==> src/rtl/pg_perm_check.sv <==
module pg_perm_check #(
  parameter int PL_W    = 2,
  parameter int USER_PL = 3
) (
  input  logic            clk,
  input  logic            rst_n,
  input  logic            req_valid,
  input  logic [1:0]      req_kind,
  input  logic [PL_W-1:0] req_pl,
  input  logic            wp_en,
  input  logic            dir_present,
  input  logic            dir_user,
  input  logic            dir_write,
  input  logic            dir_nx,
  input  logic            tbl_present,
  input  logic            tbl_user,
  input  logic            tbl_write,
  input  logic            tbl_nx,
  output logic            rsp_valid,
  output logic            rsp_allow,
  output logic            rsp_fault,
  output logic [4:0]      rsp_code
);

  localparam logic [1:0] KIND_WRITE = 2'b01;
  localparam logic [1:0] KIND_FETCH = 2'b10;

  logic is_write, is_fetch, is_user;
  logic eff_present, eff_user, eff_write, eff_nx;
  logic deny;
  logic [4:0] code_nxt;

  assign is_write = (req_kind == KIND_WRITE);
  assign is_fetch = (req_kind == KIND_FETCH);
  assign is_user  = (req_pl == PL_W'(USER_PL));

  assign eff_present = dir_present & tbl_present;
  assign eff_user    = dir_user & tbl_user;
  assign eff_write   = dir_write & tbl_write;
  assign eff_nx      = dir_nx | tbl_nx;

  assign deny = ~eff_present
              | (is_user & ~eff_user)
              | (is_write & ~eff_write & (is_user | wp_en))
              | (is_fetch & eff_nx);

  assign code_nxt = {is_fetch, 1'b0, is_user, is_write, eff_present};

  always_ff @(posedge clk or negedge rst_n) begin
    if (!rst_n) begin
      rsp_valid <= 1'b0;
      rsp_allow <= 1'b0;
      rsp_fault <= 1'b0;
      rsp_code  <= '0;
    end else begin
      rsp_valid <= req_valid;
      rsp_allow <= req_valid & ~deny;
      rsp_fault <= req_valid & deny;
      rsp_code  <= (req_valid & deny) ? code_nxt : '0;
    end
  end

endmodule


==> config.mk <==
export PLATFORM = sky130hd
export DESIGN_NAME = pg_perm_check
export DESIGN_NICKNAME = d
export VERILOG_FILES = /design/src/rtl/pg_perm_check.sv
export SDC_FILE = /design/constraint.sdc
export NUM_CORES = 1
export LEC_CHECK = 0
export ABC_AREA = 1
export BUFFER_PORTS_ARGS = -buffer_cell sky130_fd_sc_hd__buf_2
export CORE_AREA = 5 5 42 44
export CTS_BUF_LIST = sky130_fd_sc_hd__clkbuf_8
export DETAILED_ROUTE_END_ITERATION = 6
export DIE_AREA = 0 0 47 49
export PLACE_DENSITY = 0.54
export SYNTH_ARGS = -nofsm -noshare
export SYNTH_HDL_FRONTEND = slang
export SYNTH_SLANG_ARGS = --single-unit
==> constraint.sdc <==
create_clock -name clk -period 0.8 [get_ports clk]
set_input_delay 0.04 -clock clk [delete_from_list [all_inputs] [get_ports clk]]
set_output_delay 0.04 -clock clk [all_outputs]
set_load 0.01 [all_outputs]
==> qor.csv, run 1 <==
stage,metric,value,unit
run_status,status,finished clean,
synth,mux cell area share after synthesis,0,
floorplan,Ports,24,
synth,"Seq/Total Area, Yosys",0.558,
synth,Commonest cells post-synth,"dfrtp_1, inv_1, nand2_1, nor2_2, nor2_1",
sta,Tmin final,756,ps
sta,Fmax,1320,MHz
clock_tree,root buffer cell,clkbuf_8,
global_routing,largest net degree at the start of global routing,8,
synth,syn_nets,50,
synth,Post-synth EDFFs,0,
sta,setup TNS,0,ps
synth,post-synthesis adder-cell area fraction,0,
critical_path,"Buf+Inv Stages, Crit Path",1,
floorplan,Starting Density,0.224,
layout,Antenna Cells,0,
synth,xor and xnor area share after synthesis,0,
floorplan,FP Rows,14,
synth,yosys warns,0,
route,Via-to-Cell Ratio,3.83,
global_routing,vias in the first global route,296,
pwr,Pwr Density,1950,nW/um2
synth,Synth Area in Simple Gates,0.267,
layout,final layout net count,78,
route,routed wire length,680,um
synth,ranking of synthesized cells by area,"dfrtp_1, inv_1, nor2_2",
floorplan,die width,47,um
layout,share of cells above drive strength 1,0.557,
min_path,HP Class,in2reg,
critical_path,CP max stage delay,360,ps
placement,routability cong.,0.601,
sta,Final WS setup,44.0,ps
route,DRT antenna net count,0,
global_routing,Tot GR Track Use,0.0651,
synth,ys async rst share,1.00,
synth,mapped cell area,314,um2
sta,Final setup viols,0,
pwr,total power,977,uW
synth,main combinational cell family by area after synthesis,simple AND/OR/NAND/NOR gates,
route,DRC viols,0,
pwr,static leakage,0.000300,uW
floorplan,Die ar.,2300,um2
synth,main flop type after synthesis,dfrtp_1,
job,max cap viols,0,
critical_path,crit end category,output port,
global_routing,initial antenna violation count,0,
layout,synth-to-layout area growth,59.8,%
placement,I/O Buffers,22,
synth,syn avg cell area,9.24,um2
placement,Place WS,-37.0,ps
clock_tree,CTS tree,built,
critical_path,CP required,760,ps
floorplan,core area,1400,um2
clock_tree,CTS H-tree lvls,1,
clock_tree,clock slew seen by the registers of the worst setup and hold paths,40,ps
global_routing,first-pass GRT wire length,1040,um
sta,final period utilization,0.945,
clock_tree,CTS Buf Count,3,
critical_path,Crit Path Max Fanout,1,
critical_path,crit start category,flip-flop,
pwr,largest vdd supply drop,0.443,mV
sta,number of hold violations in the final report,0,
synth,Yosys reg bits,7,
critical_path,"delay-heaviest family, CP",flip-flops,
critical_path,crit path cell chain,buf_2,
critical_path,"Arr. time, crit path",720,ps
clock_tree,CTS max path bufs,2,
route,DRT Pass-1 Iters,4,
sta,RSZ-0062 raised after global routing,no,
route,initial DRC count,2,
clock_tree,# Post-CTS Setup Buffers,0,
floorplan,die height,49,um
synth,Synth top area share,0.558,
route,routed len/inst,8.83,um
synth,complex-gate fraction of the synthesized area,0.0438,
critical_path,Setup CP Type,reg2out,
layout,fillcell total,153,
synth,Mapped Cells,34,
route,vias after detailed routing,295,
synth,number of library cell types mapped by synthesis,14,
critical_path,crit path max-delay cell type,dfrtp_1,
clock_tree,clk sinks,7,
sta,final max-slew violation count,0,
global_routing,Overflow after GRT,0,
synth,largest area contributor in the netlist,dfrtp_1,
[flip-flops by register name (all words and copies together), names as in the netlist]
register	flops
rsp_code	4
rsp_fault	1
rsp_allow	1
rsp_valid	1
[stage by stage]
step / instances / hold slack (ps) / area, um2 / util
after floorplan: 34 / -256 / 314 / -
after global placement: 71 / -126 / 437 / 0.312
after detailed placement: 71 / -122 / 437 / 0.312
after CTS: 77 / 68.5 / 502 / 0.358
after global routing: 77 / 82.3 / 502 / 0.358
final: 77 / 68.7 / 502 / 0.358
[where the power goes]
part,switching (uW),internal (uW)
registers,3.59,372
clock network,143,331
logic,67.7,61.0
total,214,763
[logic make-up after synthesis]
group	count (synthesis)
and+or+nand+nor	15
other	1
buffers and inverters	9
AOI/OAI and AO/OA	2
DFF	7
[final cells by class]
type | instances | area (um2) | area share
Sequential cell | 7 | 175 | 0.349
Multi-Input combinational cell | 18 | 101 | 0.202
Clock inverter | 1 | 3.75 | 0.00748
Tap cell | 16 | 20.0 | 0.0399
Clock buffer | 3 | 41.3 | 0.0823
Inverter | 8 | 30.0 | 0.0599
Timing Repair Buffer | 24 | 130 | 0.259
[layer usage]
metal	up-vias	GRT usage	routed length, um
met1	126	0.0603	222
met3	3	0.0221	92
li1	148	-	-
met2	18	0.106	339
met5	-	0	0
met4	0	0.0553	25
[repair_timing]
action                    4_1_cts  5_1_grt
resized for setup               0        0
hold endpoints to repair        8        0
hold buffers                    2        0
[layout by cell type, fill, tap and decap left out, drive strengths merged]
cell         instances
buf                 22
inv                  9
dfrtp                7
nor2                 7
nand2                6
clkbuf               3
dlygate4sd3          2
nand3                2
a21oi                1
o21ai                1
conb                 1
[final timing paths]
path                          endpoint  slack (ps)        start  cells after the start
setup / recovery           rsp_code[1]          40  rsp_code[1]                      1
hold / removal             rsp_code[2]          70    req_pl[1]                      3
max in group asynchronous    rsp_fault         470        rst_n                      2
min in group asynchronous    rsp_valid         180        rst_n                      2
(Power assumes the default switching activity.)
==> run 2, diff against run 1 <==
PLACE_DENSITY = 0.52   (was 0.54)
clock period = 0.9 ns   (was 0.8 ns; I/O delays follow)
==> run 2 against run 1 <==
  * Cell count unchanged
  * Largest cell class unchanged
  * Count of clock-buffer cells in the layout stayed put
  * Clock power fell by 13%
  * Combinational power is 11% lower
  * Die area is the same
  * First-iteration DRC count decreased by 50%
  * Worst hold slack improved by 5.8 ps
==> qor.csv, run 2 (same netlist as run 1, synthesis figures left out) <==
stage,metric,value,unit,change
layout,synth-to-layout area growth,59.8,%,unchanged
clock_tree,# Post-CTS Setup Buffers,0,,unchanged
global_routing,Overflow after GRT,0,,unchanged
route,vias after detailed routing,273,,was 295
floorplan,Die ar.,2300,um2,unchanged
layout,max reg flops,4,,unchanged
route,DRT Pass-1 Iters,2,,was 4
floorplan,Starting Density,0.224,,unchanged
min_path,HP Class,in2reg,,unchanged
layout,final layout net count,78,,unchanged
sta,RSZ-0062 raised after global routing,no,,unchanged
global_routing,initial antenna violation count,0,,unchanged
floorplan,die width,47,um,unchanged
floorplan,die height,49,um,unchanged
clock_tree,clk sinks,7,,unchanged
critical_path,"Buf+Inv Stages, Crit Path",2,,was 1
clock_tree,CTS Buf Count,3,,unchanged
route,routed wire length,601,um,was 680 um
clock_tree,PostCTS Resize Cnt,0,,unchanged
clock_tree,hold_buf cts,2,,unchanged
floorplan,core area,1400,um2,unchanged
layout,"commonest non-fill, non-tap cell in the layout",buf_2,,unchanged
floorplan,FP Rows,14,,unchanged
floorplan,Ports,24,,unchanged
layout,most frequent cells in the layout,"buf_2, inv_1, dfrtp_1",,unchanged
placement,routability cong.,0.594,,was 0.601
global_routing,vias in the first global route,262,,was 296
placement,I/O Buffers,22,,unchanged
route,DRT antenna net count,0,,unchanged
layout,"Cell Count, Final, Fillers Out",77,,unchanged
clock_tree,root buffer cell,clkbuf_8,,unchanged
pwr,largest vdd supply drop,0.612,mV,was 0.443 mV
job,max cap viols,0,,unchanged
sta,Final setup viols,0,,unchanged
critical_path,crit end category,flip-flop,,was output port
global_routing,Tot GR Track Use,0.0673,,was 0.0651
route,Via-to-Cell Ratio,3.55,,was 3.83
layout,"Core Util, Final",0.358,,unchanged
placement,placed cells,71,,unchanged
route,initial DRC count,1,,was 2
critical_path,Crit Path Max Fanout,5,,was 1
critical_path,crit path cell chain,dlygate4sd3_1 > buf_2 > nand2_4 > nor2_2,,was buf_2
layout,share of cells above drive strength 1,0.557,,unchanged
clock_tree,CTS tree,built,,unchanged
clock_tree,CTS H-tree lvls,1,,unchanged
sta,setup TNS,0,ps,unchanged
run_status,status,finished clean,,unchanged
global_routing,largest net degree at the start of global routing,8,,unchanged
critical_path,CP max stage delay,530,ps,was 360 ps
route,routed len/inst,7.81,um,was 8.83 um
critical_path,"delay-heaviest family, CP",buffers and inverters,,was flip-flops
sta,final period utilization,0.840,,
pwr,Pwr Density,1720,nW/um2,was 1950 nW/um2
route,DRC viols,0,,unchanged
sta,number of hold violations in the final report,0,,unchanged
critical_path,crit start category,primary input,,was flip-flop
critical_path,"Arr. time, crit path",870,ps,was 720 ps
clock_tree,CTS max path bufs,2,,unchanged
layout,Largest Register,rsp_code,,unchanged
sta,Fmax,1320,MHz,
critical_path,CP required,1010,ps,was 760 ps
global_routing,first-pass GRT wire length,1070,um,was 1040 um
clock_tree,clock slew seen by the registers of the worst setup and hold paths,40,ps,about the same
critical_path,Setup CP Type,in2reg,,was reg2out
pwr,static leakage,0.000300,uW,unchanged
sta,Tmin final,756,ps,
layout,Antenna Cells,0,,unchanged
critical_path,crit path max-delay cell type,dlygate4sd3_1,,was dfrtp_1
sta,final max-slew violation count,0,,unchanged
## run 2: per-layer routing
metal	GRT usage	vias to the layer above	part of all wire
met5	0	-	0
met4	0.0415	0	0
met3	0.0443	0	0.19
met2	0.0747	19	0.42
met1	0.0919	106	0.38
li1	-	148	-
## run 2: worst paths after layout
path | from | to | slack, ps | depth (start not counted)
max | req_valid | rsp_code[0] | 140 | 4
min | req_pl[1] | rsp_code[2] | 70 | 3
max in group asynchronous | rst_n | rsp_code[0] | 570 | 2
min in group asynchronous | rst_n | rsp_fault | 190 | 2
## run 2: per-stage QoR
stage / area [um2] / hold slack (ps) / total power, uW / worst slack, ps
6_report: 502 / 74.5 / 861 / 144
3_3_place_gp: 437 / -118 / 447 / 79.5
5_1_grt: 502 / 78.4 / 927 / 118
3_5_place_dp: 437 / -116 / 447 / 77.7
2_1_floorplan: 314 / -251 / 391 / 260
4_1_cts: 502 / 75.5 / 879 / 143
## run 2: report_power, final
group          total [uW]  switching, uW  internal, uW
sequential            333           2.39           330
clock                 414            120           293
combinational         115           60.4          54.2
total                 861            183           678
## run 2: tightest hold or removal path: stages
cell and delay (ps):
buf_2 100, nand2_2 70, nor2_2 40
## run 2: layout make-up
| type | instances | area [um2] |
|---|---|---|
| Clock buffer | 3 | 41.3 |
| Timing Repair Buffer | 24 | 130 |
| Tap cell | 16 | 20.0 |
| Multi-Input combinational cell | 18 | 101 |
| Inverter | 8 | 30.0 |
| Clock inverter | 1 | 3.75 |
| Fill cell | 157 | 900 |
| Sequential cell | 7 | 175 |
==> run 3, diff against run 2 <==
clock period = 0.8 ns   (was 0.9 ns; I/O delays follow)
==> run 3 against run 2 <==
  * Worst hold slack better by 4.5 ps
  * Die area unchanged
  * Critical path depth down 3
  * Worst setup slack got worse by 88 ps
  * First-iteration DRC count decreased by 100%
  * Critical path type is now reg2out
  * Largest cell class unchanged
  * Largest power group unchanged
==> qor.csv, run 3 (same netlist as run 1, synthesis figures left out) <==
stage,metric,value,unit,change
layout,final layout net count,79,,was 78
route,routed len/inst,7.74,um,was 7.81 um
clock_tree,CTS tree,built,,unchanged
layout,synth-to-layout area growth,62.2,%,was 59.8%
pwr,static leakage,0.000304,uW,was 0.000300 uW
layout,"Cell Count, Final, Fillers Out",78,,was 77
layout,most frequent cells in the layout,"buf_2, inv_1, dfrtp_1",,unchanged
floorplan,Ports,24,,unchanged
sta,number of hold violations in the final report,0,,unchanged
global_routing,Tot GR Track Use,0.0674,,was 0.0673
floorplan,Starting Density,0.224,,unchanged
min_path,hold_sp,tbl_present,,was req_pl[1]
critical_path,CP max stage delay,350,ps,was 530 ps
clock_tree,clock slew seen by the registers of the worst setup and hold paths,40,ps,about the same
sta,Fmax,1340,MHz,
pwr,largest vdd supply drop,0.531,mV,was 0.612 mV
route,DRC viols,0,,unchanged
global_routing,vias in the first global route,253,,was 262
sta,RSZ-0062 raised after global routing,no,,unchanged
route,DRT antenna net count,0,,unchanged
sta,Tmin final,744,ps,
sta,final period utilization,0.931,,
sta,Final setup viols,0,,unchanged
critical_path,Setup CP Type,reg2out,,was in2reg
critical_path,"delay-heaviest family, CP",flip-flops,,was buffers and inverters
placement,placed cells,72,,was 71
global_routing,Overflow after GRT,0,,unchanged
layout,multi-input logic area,101,um2,unchanged
critical_path,CP required,760,ps,was 1010 ps
layout,Seq. cell area,175,um2,unchanged
placement,routability cong.,0.593,,was 0.594
layout,share of cells above drive strength 1,0.565,,was 0.557
clock_tree,CTS H-tree lvls,1,,unchanged
run_status,status,finished clean,,unchanged
pwr,total power,976,uW,was 861 uW
clock_tree,root buffer cell,clkbuf_8,,unchanged
layout,fillcell total,155,,was 157
critical_path,"Buf+Inv Stages, Crit Path",1,,was 2
clock_tree,CTS max path bufs,2,,unchanged
min_path,HP Class,in2reg,,unchanged
clock_tree,clk sinks,7,,unchanged
route,routed wire length,604,um,was 601 um
placement,I/O Buffers,22,,unchanged
critical_path,crit path cell chain,buf_2,,was dlygate4sd3_1 > buf_2 > nand2_4 > nor2_2
route,DRT Pass-1 Iters,1,,was 2
floorplan,die height,49,um,unchanged
layout,final instance area,509,um2,was 502 um2
route,Via-to-Cell Ratio,3.49,,was 3.55
global_routing,largest net degree at the start of global routing,8,,unchanged
global_routing,first-pass GRT wire length,1010,um,was 1070 um
layout,Antenna Cells,0,,unchanged
pwr,Pwr Density,1920,nW/um2,was 1720 nW/um2
floorplan,core area,1400,um2,unchanged
clock_tree,# Post-CTS Setup Buffers,0,,unchanged
route,initial DRC count,0,,was 1
sta,setup TNS,0,ps,unchanged
clock_tree,CTS Buf Count,3,,unchanged
layout,Largest Register,rsp_code,,unchanged
layout,max reg flops,4,,unchanged
critical_path,Setup crit start,rsp_code[4],,was req_valid
critical_path,crit path max-delay cell type,dfrtp_1,,was dlygate4sd3_1
critical_path,crit start category,flip-flop,,was primary input
critical_path,Crit Path Max Fanout,1,,was 5
critical_path,"Arr. time, crit path",700,ps,was 870 ps
floorplan,Die ar.,2300,um2,unchanged
sta,final max-slew violation count,0,,unchanged
floorplan,die width,47,um,unchanged
placement,dpl cell area,444,um2,was 437 um2
critical_path,crit end category,output port,,was flip-flop
floorplan,FP Rows,14,,unchanged
layout,"commonest non-fill, non-tap cell in the layout",buf_2,,unchanged
global_routing,initial antenna violation count,0,,unchanged
sta,Hold Slack,79.1,ps,was 74.5 ps
route,vias after detailed routing,272,,was 273
placement,dpl hpwl,529,um,
job,max cap viols,0,,unchanged
-- run 3: cell count changes in the layout (fill, tap and decap cells not counted), sizes merged --
cell | before | now
buf | 22 | 23
-- run 3: per-stage QoR --
step,utilization,worst slack (ps)
floorplan,-,165
global placement,0.317,14.8
detailed placement,0.317,-6.60
CTS,0.363,42.6
global route,0.363,15.9
finish,0.363,55.5
-- run 3: power breakdown --
group,switching [uW],internal (uW)
Sequential,2.81,372
Combinational,67.7,64.0
Clock,139,330
Total,210,766
-- run 3: path summary, 6_finish.rpt --
| kind | end | cells after the start |
|---|---|---|
| min in group asynchronous | rsp_code[1] | 2 |
| worst max-delay path | rsp_code[4] | 1 |
| max in group asynchronous | rsp_code[2] | 2 |
| worst min-delay path | rsp_code[0] | 3 |
-- run 3: final cells by class --
type	count	area share
inverters	8	0.0590
repair buffers	25	0.270
clock inverters	1	0.00737
multi-input cells	18	0.199
clock buffers	3	0.0811
well taps	16	0.0393
flip-flops and latches	7	0.344
-- run 3: timing repair --
item                                    4_1_cts  5_1_grt
hold buffers                                  2        0
gates resized for setup                       0        0
hold endpoints to repair                      8        0
endpoints found under the setup margin        0        0
-- run 3: metal layers --
layer | GRT usage | wire [um]
met1 | 0.0788 | 217
met2 | 0.0701 | 218
met3 | 0.0517 | 145
met4 | 0.0691 | 23
met5 | 0 | 0
